===== src/rtl/sdcmd_pkg.sv =====
package sdcmd_pkg;

   localparam int CRC_W = 7;
   localparam logic [CRC_W-1:0] CRC_TAPS = 7'h09;

   typedef enum logic [1:0] {
      PH_IDLE = 2'd0,
      PH_HUNT = 2'd1,
      PH_TAKE = 2'd2
   } rx_phase_e;

   // one serial step of the x^7 + x^3 + 1 remainder
   function automatic logic [CRC_W-1:0] crc_step(input logic [CRC_W-1:0] c, input logic b);
      logic fb;
      fb = b ^ c[CRC_W-1];
      return {c[CRC_W-2:0], 1'b0} ^ (fb ? CRC_TAPS : '0);
   endfunction

endpackage


===== src/rtl/sdcmd_crc7.sv =====
module sdcmd_crc7
   import sdcmd_pkg::*;
(
   input  logic             clk,
   input  logic             rst_n,
   input  logic             clr,
   input  logic             en,
   input  logic             d,
   output logic [CRC_W-1:0] crc
);

   always_ff @(posedge clk or negedge rst_n) begin
      if (!rst_n) begin
         crc <= '0;
      end else if (clr) begin
         crc <= '0;
      end else if (en) begin
         crc <= crc_step(crc, d);
      end
   end

endmodule


===== src/rtl/sdcmd_tx.sv =====
module sdcmd_tx
   import sdcmd_pkg::*;
#(
   parameter int IDX_W = 6,
   parameter int ARG_W = 32
) (
   input  logic             clk,
   input  logic             rst_n,
   input  logic             load,
   input  logic [IDX_W-1:0] idx,
   input  logic [ARG_W-1:0] arg,
   output logic             line,
   output logic             oe,
   output logic             last
);

   localparam int BODY_W  = 2 + IDX_W + ARG_W;
   localparam int TOK_LEN = BODY_W + CRC_W + 1;
   localparam int CNT_W   = $clog2(TOK_LEN);

   function automatic logic [CRC_W-1:0] body_crc(input logic [BODY_W-1:0] b);
      logic [CRC_W-1:0] c;
      c = '0;
      for (int i = BODY_W - 1; i >= 0; i--) begin
         c = crc_step(c, b[i]);
      end
      return c;
   endfunction

   logic [BODY_W-1:0]  body;
   logic [TOK_LEN-1:0] sr;
   logic [CNT_W-1:0]   cnt;
   logic               active;

   assign body = {1'b0, 1'b1, idx, arg};

   always_ff @(posedge clk or negedge rst_n) begin
      if (!rst_n) begin
         sr     <= '1;
         cnt    <= '0;
         active <= 1'b0;
      end else if (load) begin
         sr     <= {body, body_crc(body), 1'b1};
         cnt    <= '0;
         active <= 1'b1;
      end else if (active) begin
         sr  <= {sr[TOK_LEN-2:0], 1'b1};
         cnt <= cnt + 1'b1;
         if (cnt == CNT_W'(TOK_LEN - 1)) begin
            active <= 1'b0;
         end
      end
   end

   assign line = active ? sr[TOK_LEN-1] : 1'b1;
   assign oe   = active;
   assign last = active && (cnt == CNT_W'(TOK_LEN - 1));

endmodule


===== src/rtl/sdcmd_rx.sv =====
module sdcmd_rx
   import sdcmd_pkg::*;
#(
   parameter int BODY_W  = 40,
   parameter int PAY_W   = 128,
   parameter int TMO_CYC = 64
) (
   input  logic             clk,
   input  logic             rst_n,
   input  logic             arm,
   input  logic             arm_long,
   input  logic             line,
   output logic             fin,
   output logic             fin_tmo,
   output logic             fin_crc_bad,
   output logic             fin_end_bad,
   output logic [PAY_W-1:0] payload
);

   localparam int SHORT_LEN = BODY_W + CRC_W + 1;
   localparam int LONG_LEN  = PAY_W + 8;
   localparam int SR_W      = PAY_W - 1;
   localparam int BC_W      = $clog2(LONG_LEN);
   localparam int WC_W      = $clog2(TMO_CYC);
   localparam int SPAY_W    = BODY_W - 2;

   rx_phase_e        ph;
   logic             long_r;
   logic [WC_W-1:0]  wcnt;
   logic [BC_W-1:0]  bcnt;
   logic [SR_W-1:0]  sr;
   logic [PAY_W-1:0] nxt;
   logic [CRC_W-1:0] crc;
   logic             hunt_hit, hunt_miss, take_last, crc_en;

   assign nxt       = {sr, line};
   assign hunt_hit  = (ph == PH_HUNT) && !line;
   assign hunt_miss = (ph == PH_HUNT) && line && (wcnt == WC_W'(TMO_CYC - 1));
   assign take_last = (ph == PH_TAKE) &&
                      (bcnt == (long_r ? BC_W'(LONG_LEN - 1) : BC_W'(SHORT_LEN - 1)));
   assign crc_en    = hunt_hit || ((ph == PH_TAKE) && (bcnt < BC_W'(BODY_W)));

   sdcmd_crc7 u_crc (
      .clk  (clk),
      .rst_n(rst_n),
      .clr  (arm),
      .en   (crc_en),
      .d    (line),
      .crc  (crc)
   );

   always_ff @(posedge clk or negedge rst_n) begin
      if (!rst_n) begin
         ph     <= PH_IDLE;
         long_r <= 1'b0;
         wcnt   <= '0;
         bcnt   <= '0;
         sr     <= '1;
      end else begin
         case (ph)
            PH_IDLE: begin
               if (arm) begin
                  ph     <= PH_HUNT;
                  long_r <= arm_long;
                  wcnt   <= '0;
               end
            end
            PH_HUNT: begin
               if (hunt_hit) begin
                  ph   <= PH_TAKE;
                  bcnt <= BC_W'(1);
                  sr   <= nxt[SR_W-1:0];
               end else if (hunt_miss) begin
                  ph <= PH_IDLE;
               end else begin
                  wcnt <= wcnt + 1'b1;
               end
            end
            PH_TAKE: begin
               sr   <= nxt[SR_W-1:0];
               bcnt <= bcnt + 1'b1;
               if (take_last) begin
                  ph <= PH_IDLE;
               end
            end
            default: ph <= PH_IDLE;
         endcase
      end
   end

   assign fin         = hunt_miss || take_last;
   assign fin_tmo     = hunt_miss;
   assign fin_crc_bad = take_last && !long_r && (crc != nxt[CRC_W:1]);
   assign fin_end_bad = take_last && !line;
   assign payload     = long_r ? nxt : PAY_W'(nxt[SHORT_LEN-3:8]);

   // keep the short payload width consistent with the body layout
   if (SPAY_W != SHORT_LEN - 10) begin : g_bad_layout
      $error("sdcmd_rx: inconsistent short reply layout");
   end

endmodule


===== src/rtl/sdcmd_framer.sv =====
module sdcmd_framer
   import sdcmd_pkg::*;
#(
   parameter int IDX_W      = 6,
   parameter int ARG_W      = 32,
   parameter int LONG_PAY_W = 128,
   parameter int TMO_CYC    = 64,
   parameter int IN_FLOPS   = 0
) (
   input  logic                  clk,
   input  logic                  rst_n,
   input  logic                  cmd_valid,
   output logic                  cmd_ready,
   input  logic [IDX_W-1:0]      cmd_index,
   input  logic [ARG_W-1:0]      cmd_arg,
   input  logic                  rsp_expect,
   input  logic                  rsp_long,
   output logic                  cmd_out,
   output logic                  cmd_oe,
   input  logic                  cmd_in,
   output logic                  rsp_done,
   output logic                  rsp_timeout,
   output logic                  rsp_crc_err,
   output logic                  rsp_end_err,
   output logic [LONG_PAY_W-1:0] rsp_data
);

   localparam int BODY_W  = 2 + IDX_W + ARG_W;
   localparam int TOK_LEN = BODY_W + CRC_W + 1;

   if (LONG_PAY_W < TOK_LEN) begin : g_bad_pay
      $error("sdcmd_framer: long payload narrower than a short token");
   end
   if (TMO_CYC < 2) begin : g_bad_tmo
      $error("sdcmd_framer: timeout window must be at least 2 cycles");
   end
   if (IN_FLOPS < 0) begin : g_bad_flops
      $error("sdcmd_framer: negative input stage count");
   end

   logic line_s;

   if (IN_FLOPS == 0) begin : g_in_direct
      assign line_s = cmd_in;
   end else begin : g_in_staged
      logic [IN_FLOPS-1:0] stg;
      always_ff @(posedge clk or negedge rst_n) begin
         if (!rst_n) begin
            stg <= '1;
         end else begin
            stg[0] <= cmd_in;
            for (int k = 1; k < IN_FLOPS; k++) begin
               stg[k] <= stg[k-1];
            end
         end
      end
      assign line_s = stg[IN_FLOPS-1];
   end

   logic                  busy, exp_r, long_r;
   logic                  accept, tx_last, arm;
   logic                  fin, fin_tmo, fin_crc_bad, fin_end_bad;
   logic [LONG_PAY_W-1:0] payload;

   assign accept    = cmd_valid && !busy;
   assign cmd_ready = !busy;
   assign arm       = tx_last && exp_r;

   sdcmd_tx #(.IDX_W(IDX_W), .ARG_W(ARG_W)) u_tx (
      .clk  (clk),
      .rst_n(rst_n),
      .load (accept),
      .idx  (cmd_index),
      .arg  (cmd_arg),
      .line (cmd_out),
      .oe   (cmd_oe),
      .last (tx_last)
   );

   sdcmd_rx #(.BODY_W(BODY_W), .PAY_W(LONG_PAY_W), .TMO_CYC(TMO_CYC)) u_rx (
      .clk        (clk),
      .rst_n      (rst_n),
      .arm        (arm),
      .arm_long   (long_r),
      .line       (line_s),
      .fin        (fin),
      .fin_tmo    (fin_tmo),
      .fin_crc_bad(fin_crc_bad),
      .fin_end_bad(fin_end_bad),
      .payload    (payload)
   );

   always_ff @(posedge clk or negedge rst_n) begin
      if (!rst_n) begin
         busy        <= 1'b0;
         exp_r       <= 1'b0;
         long_r      <= 1'b0;
         rsp_done    <= 1'b0;
         rsp_timeout <= 1'b0;
         rsp_crc_err <= 1'b0;
         rsp_end_err <= 1'b0;
         rsp_data    <= '0;
      end else begin
         rsp_done <= 1'b0;
         if (accept) begin
            busy        <= 1'b1;
            exp_r       <= rsp_expect;
            long_r      <= rsp_long;
            rsp_timeout <= 1'b0;
            rsp_crc_err <= 1'b0;
            rsp_end_err <= 1'b0;
            rsp_data    <= '0;
         end
         if (tx_last && !exp_r) begin
            busy     <= 1'b0;
            rsp_done <= 1'b1;
         end
         if (fin) begin
            busy        <= 1'b0;
            rsp_done    <= 1'b1;
            rsp_timeout <= fin_tmo;
            rsp_crc_err <= fin_crc_bad;
            rsp_end_err <= fin_end_bad;
            rsp_data    <= fin_tmo ? '0 : payload;
         end
      end
   end

endmodule


===== config.mk =====
export PLATFORM = sky130hd
export DESIGN_NAME = sdcmd_framer
export DESIGN_NICKNAME = d
export VERILOG_FILES = /design/src/rtl/sdcmd_pkg.sv /design/src/rtl/sdcmd_crc7.sv /design/src/rtl/sdcmd_tx.sv /design/src/rtl/sdcmd_rx.sv /design/src/rtl/sdcmd_framer.sv
export SDC_FILE = /design/constraint.sdc
export NUM_CORES = 1
export LEC_CHECK = 0
export BUFFER_PORTS_ARGS = -buffer_cell sky130_fd_sc_hd__buf_2
export CORE_MARGIN = 10
export CORE_UTILIZATION = 53
export CTS_CLUSTER_DIAMETER = 50
export DETAILED_ROUTE_END_ITERATION = 10
export PLACE_DENSITY = 0.76
export SLEW_MARGIN = 20
export SYNTH_ARGS = -nofsm -noshare
export SYNTH_HDL_FRONTEND = slang
export SYNTH_HIERARCHICAL = 1
export SYNTH_SLANG_ARGS = --single-unit

===== constraint.sdc =====
create_clock -name clk -period 2.1 [get_ports clk]
set_input_delay 0.105 -clock clk [delete_from_list [all_inputs] [get_ports clk]]
set_output_delay 0.105 -clock clk [all_outputs]
set_load 0.02 [all_outputs]

==> flow_summary.ini <==
[global_route]
antenna_found_initial = 0
overflow = 0
grt_pass1_vias = 10880
grt_pass1_wl_um = 57880
grt_max_degree = 65
track_usage = 0.1895

[hold_path]
hp-class = primary input to flip-flop

[final_layout]
final_layout_size_suffix_gt1_frac = 0.4536
n_antenna_cell = 0
final_area_um2 = 19210
syn_to_final_growth_pct = 22.75
post-route-util = 0.6638
finalNetCount = 1482
final_cells = 1848

[cts]
cts_tree = done
clk_latency_ps = 520
ctsHtreeMaxLevel = 2
cts-root-buf = clkbuf_16
clock_path_buffers = 3
cts.sink_count = 340
cts_buffers = 39
cts.clk_slew.worst_paths_ps = 60

[logic_synthesis]
synthArstFlopShare = 1.000
synth-edff-count = 0
ys_ff_latch = 340
synth_nets = 1233
syn_avg_cell_area_um2 = 13.19
ys.flop_type = dfstp_2
ys_warn_count = 6
netlist-cell-type-count = 61
syn_area_um2 = 15650
synth.yosys.seq_area_share = 0.5577
synth_cells = 1186

[place]
placed_area_um2 = 17320
dp_slack_ps = -212.2
place_inst = 1734
dp_hpwl_um = 23380
io_buffers = 178
routabilityCongestion = 0.8072

[sta]
finalCritPeriodShare = 0.9583
setup_viol = 0
skew_ps = 28.86
maxSlewViolCount = 0
fmax_mhz = 496.9
worst_slack_ps = 87.47
max_slew.worst_pin.slew_ps = 747.2
fin_crit_ps = 2013
hold_violations = 1
fin_setup_tns_ps = 0
slew_headroom = 0.5002
timing.hold.ws_ps = -8.831

[floorplan]
dieWidth_um = 191.8
coreArea_um2 = 28940
die_area_um2 = 36800
start_util = 0.5408
rows = 62
die_h_um = 191.8
io_pins = 179

[setup_path]
path_class = primary input to flip-flop
cp_max_fo = 3
critPathArrivalTime_ps = 2430
required_ps = 2520
start_kind = primary input
crit_path_end_kind = flip-flop

[pwr]
p_per_area_nw_per_um2 = 1102
leakagePower_nw = 8.918
ir_worst_vdd_v = 0.0007366

[detailed_routing]
drt-wirelength-per-cell_um = 19.10
firstDrtPassIters = 5
vias_per_cell = 5.666
initialDrtViolationCount = 536
routed_wl_um = 35300
drc = 0
vias = 10470
antenna_left = 0

[flow_run]
maxCapViolations = 0

[outcome]
violations = hold timing
status = finished, violations left
[through the flow]
stage          hold slack [ps]  power (W)
2_1_floorplan           -190.6    0.01275
3_3_place_gp             104.3    0.01409
3_5_place_dp             104.3    0.01429
4_1_cts                  15.56    0.02111
5_1_grt                  9.507    0.02233
6_report                -8.831    0.02116
[Yosys cell counts (4+ instances only)]
| library cell | number | area [um2] |
|---|---|---|
| dfstp_2 | 174 | 4572 |
| dfrtp_1 | 166 | 4154 |
| a32o_1 | 126 | 1261 |
| mux2_2 | 126 | 1419 |
| and2_1 | 92 | 575.6 |
| nand2_1 | 67 | 251.5 |
| mux2i_1 | 56 | 560.5 |
| o21ai_0 | 48 | 240.2 |
| mux2_1 | 40 | 450.4 |
| xnor2_1 | 39 | 341.6 |
| clkbuf_1 | 33 | 123.9 |
| buf_2 | 28 | 140.1 |
| xor2_1 | 24 | 210.2 |
| nor2_1 | 22 | 82.58 |
| buf_6 | 12 | 135.1 |
| buf_4 | 11 | 82.58 |
| inv_1 | 9 | 33.78 |
| nand2b_1 | 9 | 56.30 |
| a211oi_1 | 8 | 60.06 |
| buf_1 | 8 | 30.03 |
| a21oi_1 | 7 | 35.03 |
| nand3_1 | 6 | 30.03 |
| xnor3_1 | 6 | 135.1 |
| nor2b_1 | 5 | 31.28 |
| o211ai_1 | 5 | 37.54 |
| buf_8 | 4 | 60.06 |
| nand4_1 | 4 | 25.02 |
| xnor2_2 | 4 | 65.06 |
[critical path, stage by stage]
cell and delay, ps:
dlygate4sd3_1 530, buf_2 140, xnor2_1 140, xnor3_2 310, xnor2_2 170, xnor2_2 150, xnor2_1 280, xnor2_2 160
and2_4 190, a221oi_2 250
[logic make-up after synthesis]
| logic type | Yosys count | share of synthesized area |
|---|---|---|
| simple gates | 225 | 0.07772 |
| fa+ha+maj | 3 | 0.002399 |
| xor+xnor | 76 | 0.05277 |
| compound gates | 213 | 0.1150 |
| mux | 222 | 0.1553 |
| buf+inv | 107 | 0.03918 |
| flops | 340 | 0.5577 |
[worst paths after layout]
kind | from | endpoint | slack (ps) | cells past startpoint
max | cmd_arg[18] | u_tx/sr[5] | 90 | 10
min | cmd_arg[24] | u_tx/sr[32] | -9 | 3
max reg2reg | u_rx/bcnt[0] | rsp_data[100] | 110 | 8
min reg2reg | long_r | u_rx/long_r | 470 | 2
max in group asynchronous | rst_n | u_rx/sr[2] | 1160 | 3
min in group asynchronous | rst_n | rsp_data[88] | 150 | 2
[metal layers]
metal  routed length (um)  vias up  global-route usage
met5                    0        -                   0
met4                  503        0             0.04387
met3                 1818       39             0.03863
met2                17210      238              0.3055
met1                15770     5370              0.2586
li1                     -     4823                   -
[layout make-up]
type / instances / area [um2]
fillers: 2081 / 9728
flip-flops and latches: 340 / 8731
multi-input cells: 739 / 6472
repair buffers: 304 / 2197
clock buffers: 52 / 1105
well taps: 384 / 480.5
clock inverters: 18 / 177.7
inverters: 11 / 43.79
[registers in the layout, summed over array words and instances (netlist names)]
| name | flops |
|---|---|
| rsp_crc_err | 1 |
| u_tx/cnt | 6 |
| rsp_timeout | 1 |
| u_rx/ph | 2 |
| u_rx/long_r | 1 |
| exp_r | 1 |
| u_tx/oe | 1 |
| u_rx/u_crc/crc | 7 |
| busy | 1 |
| rsp_done | 1 |
| u_tx/sr | 47 |
| u_rx/sr | 127 |
| rsp_data | 128 |
| rsp_end_err | 1 |
| u_rx/bcnt | 8 |
| long_r | 1 |
| u_rx/wcnt | 6 |
[power breakdown]
group / switching, W / total [W] / leakage [nW] / internal (W)
Clock: 0.00268 / 0.00666 / 0.622 / 0.00398
Sequential: 0.000743 / 0.00870 / 4.06 / 0.00795
Combinational: 0.00282 / 0.00581 / 4.24 / 0.00299
[cell usage in the layout (no fill, tap or decap), drive strengths merged, types with 48 or more instances in the layout]
master / n
dfstp: 174
buf: 262
a32o: 126
clkbuf: 52
mux2i: 56
and2: 93
nand2: 68
o21ai: 48
dfrtp: 166
mux2: 166
[timing repair]
action | in CTS | in global routing
endpoints found under the hold margin | 112 | 0
pin swaps | 0 | 12
endpoints found under the setup margin | 23 | 133
hold buffers | 42 | 0
gates resized for setup | 4 | 25
buffers inserted | 0 | 5
Power figures use the tool's default switching activity.
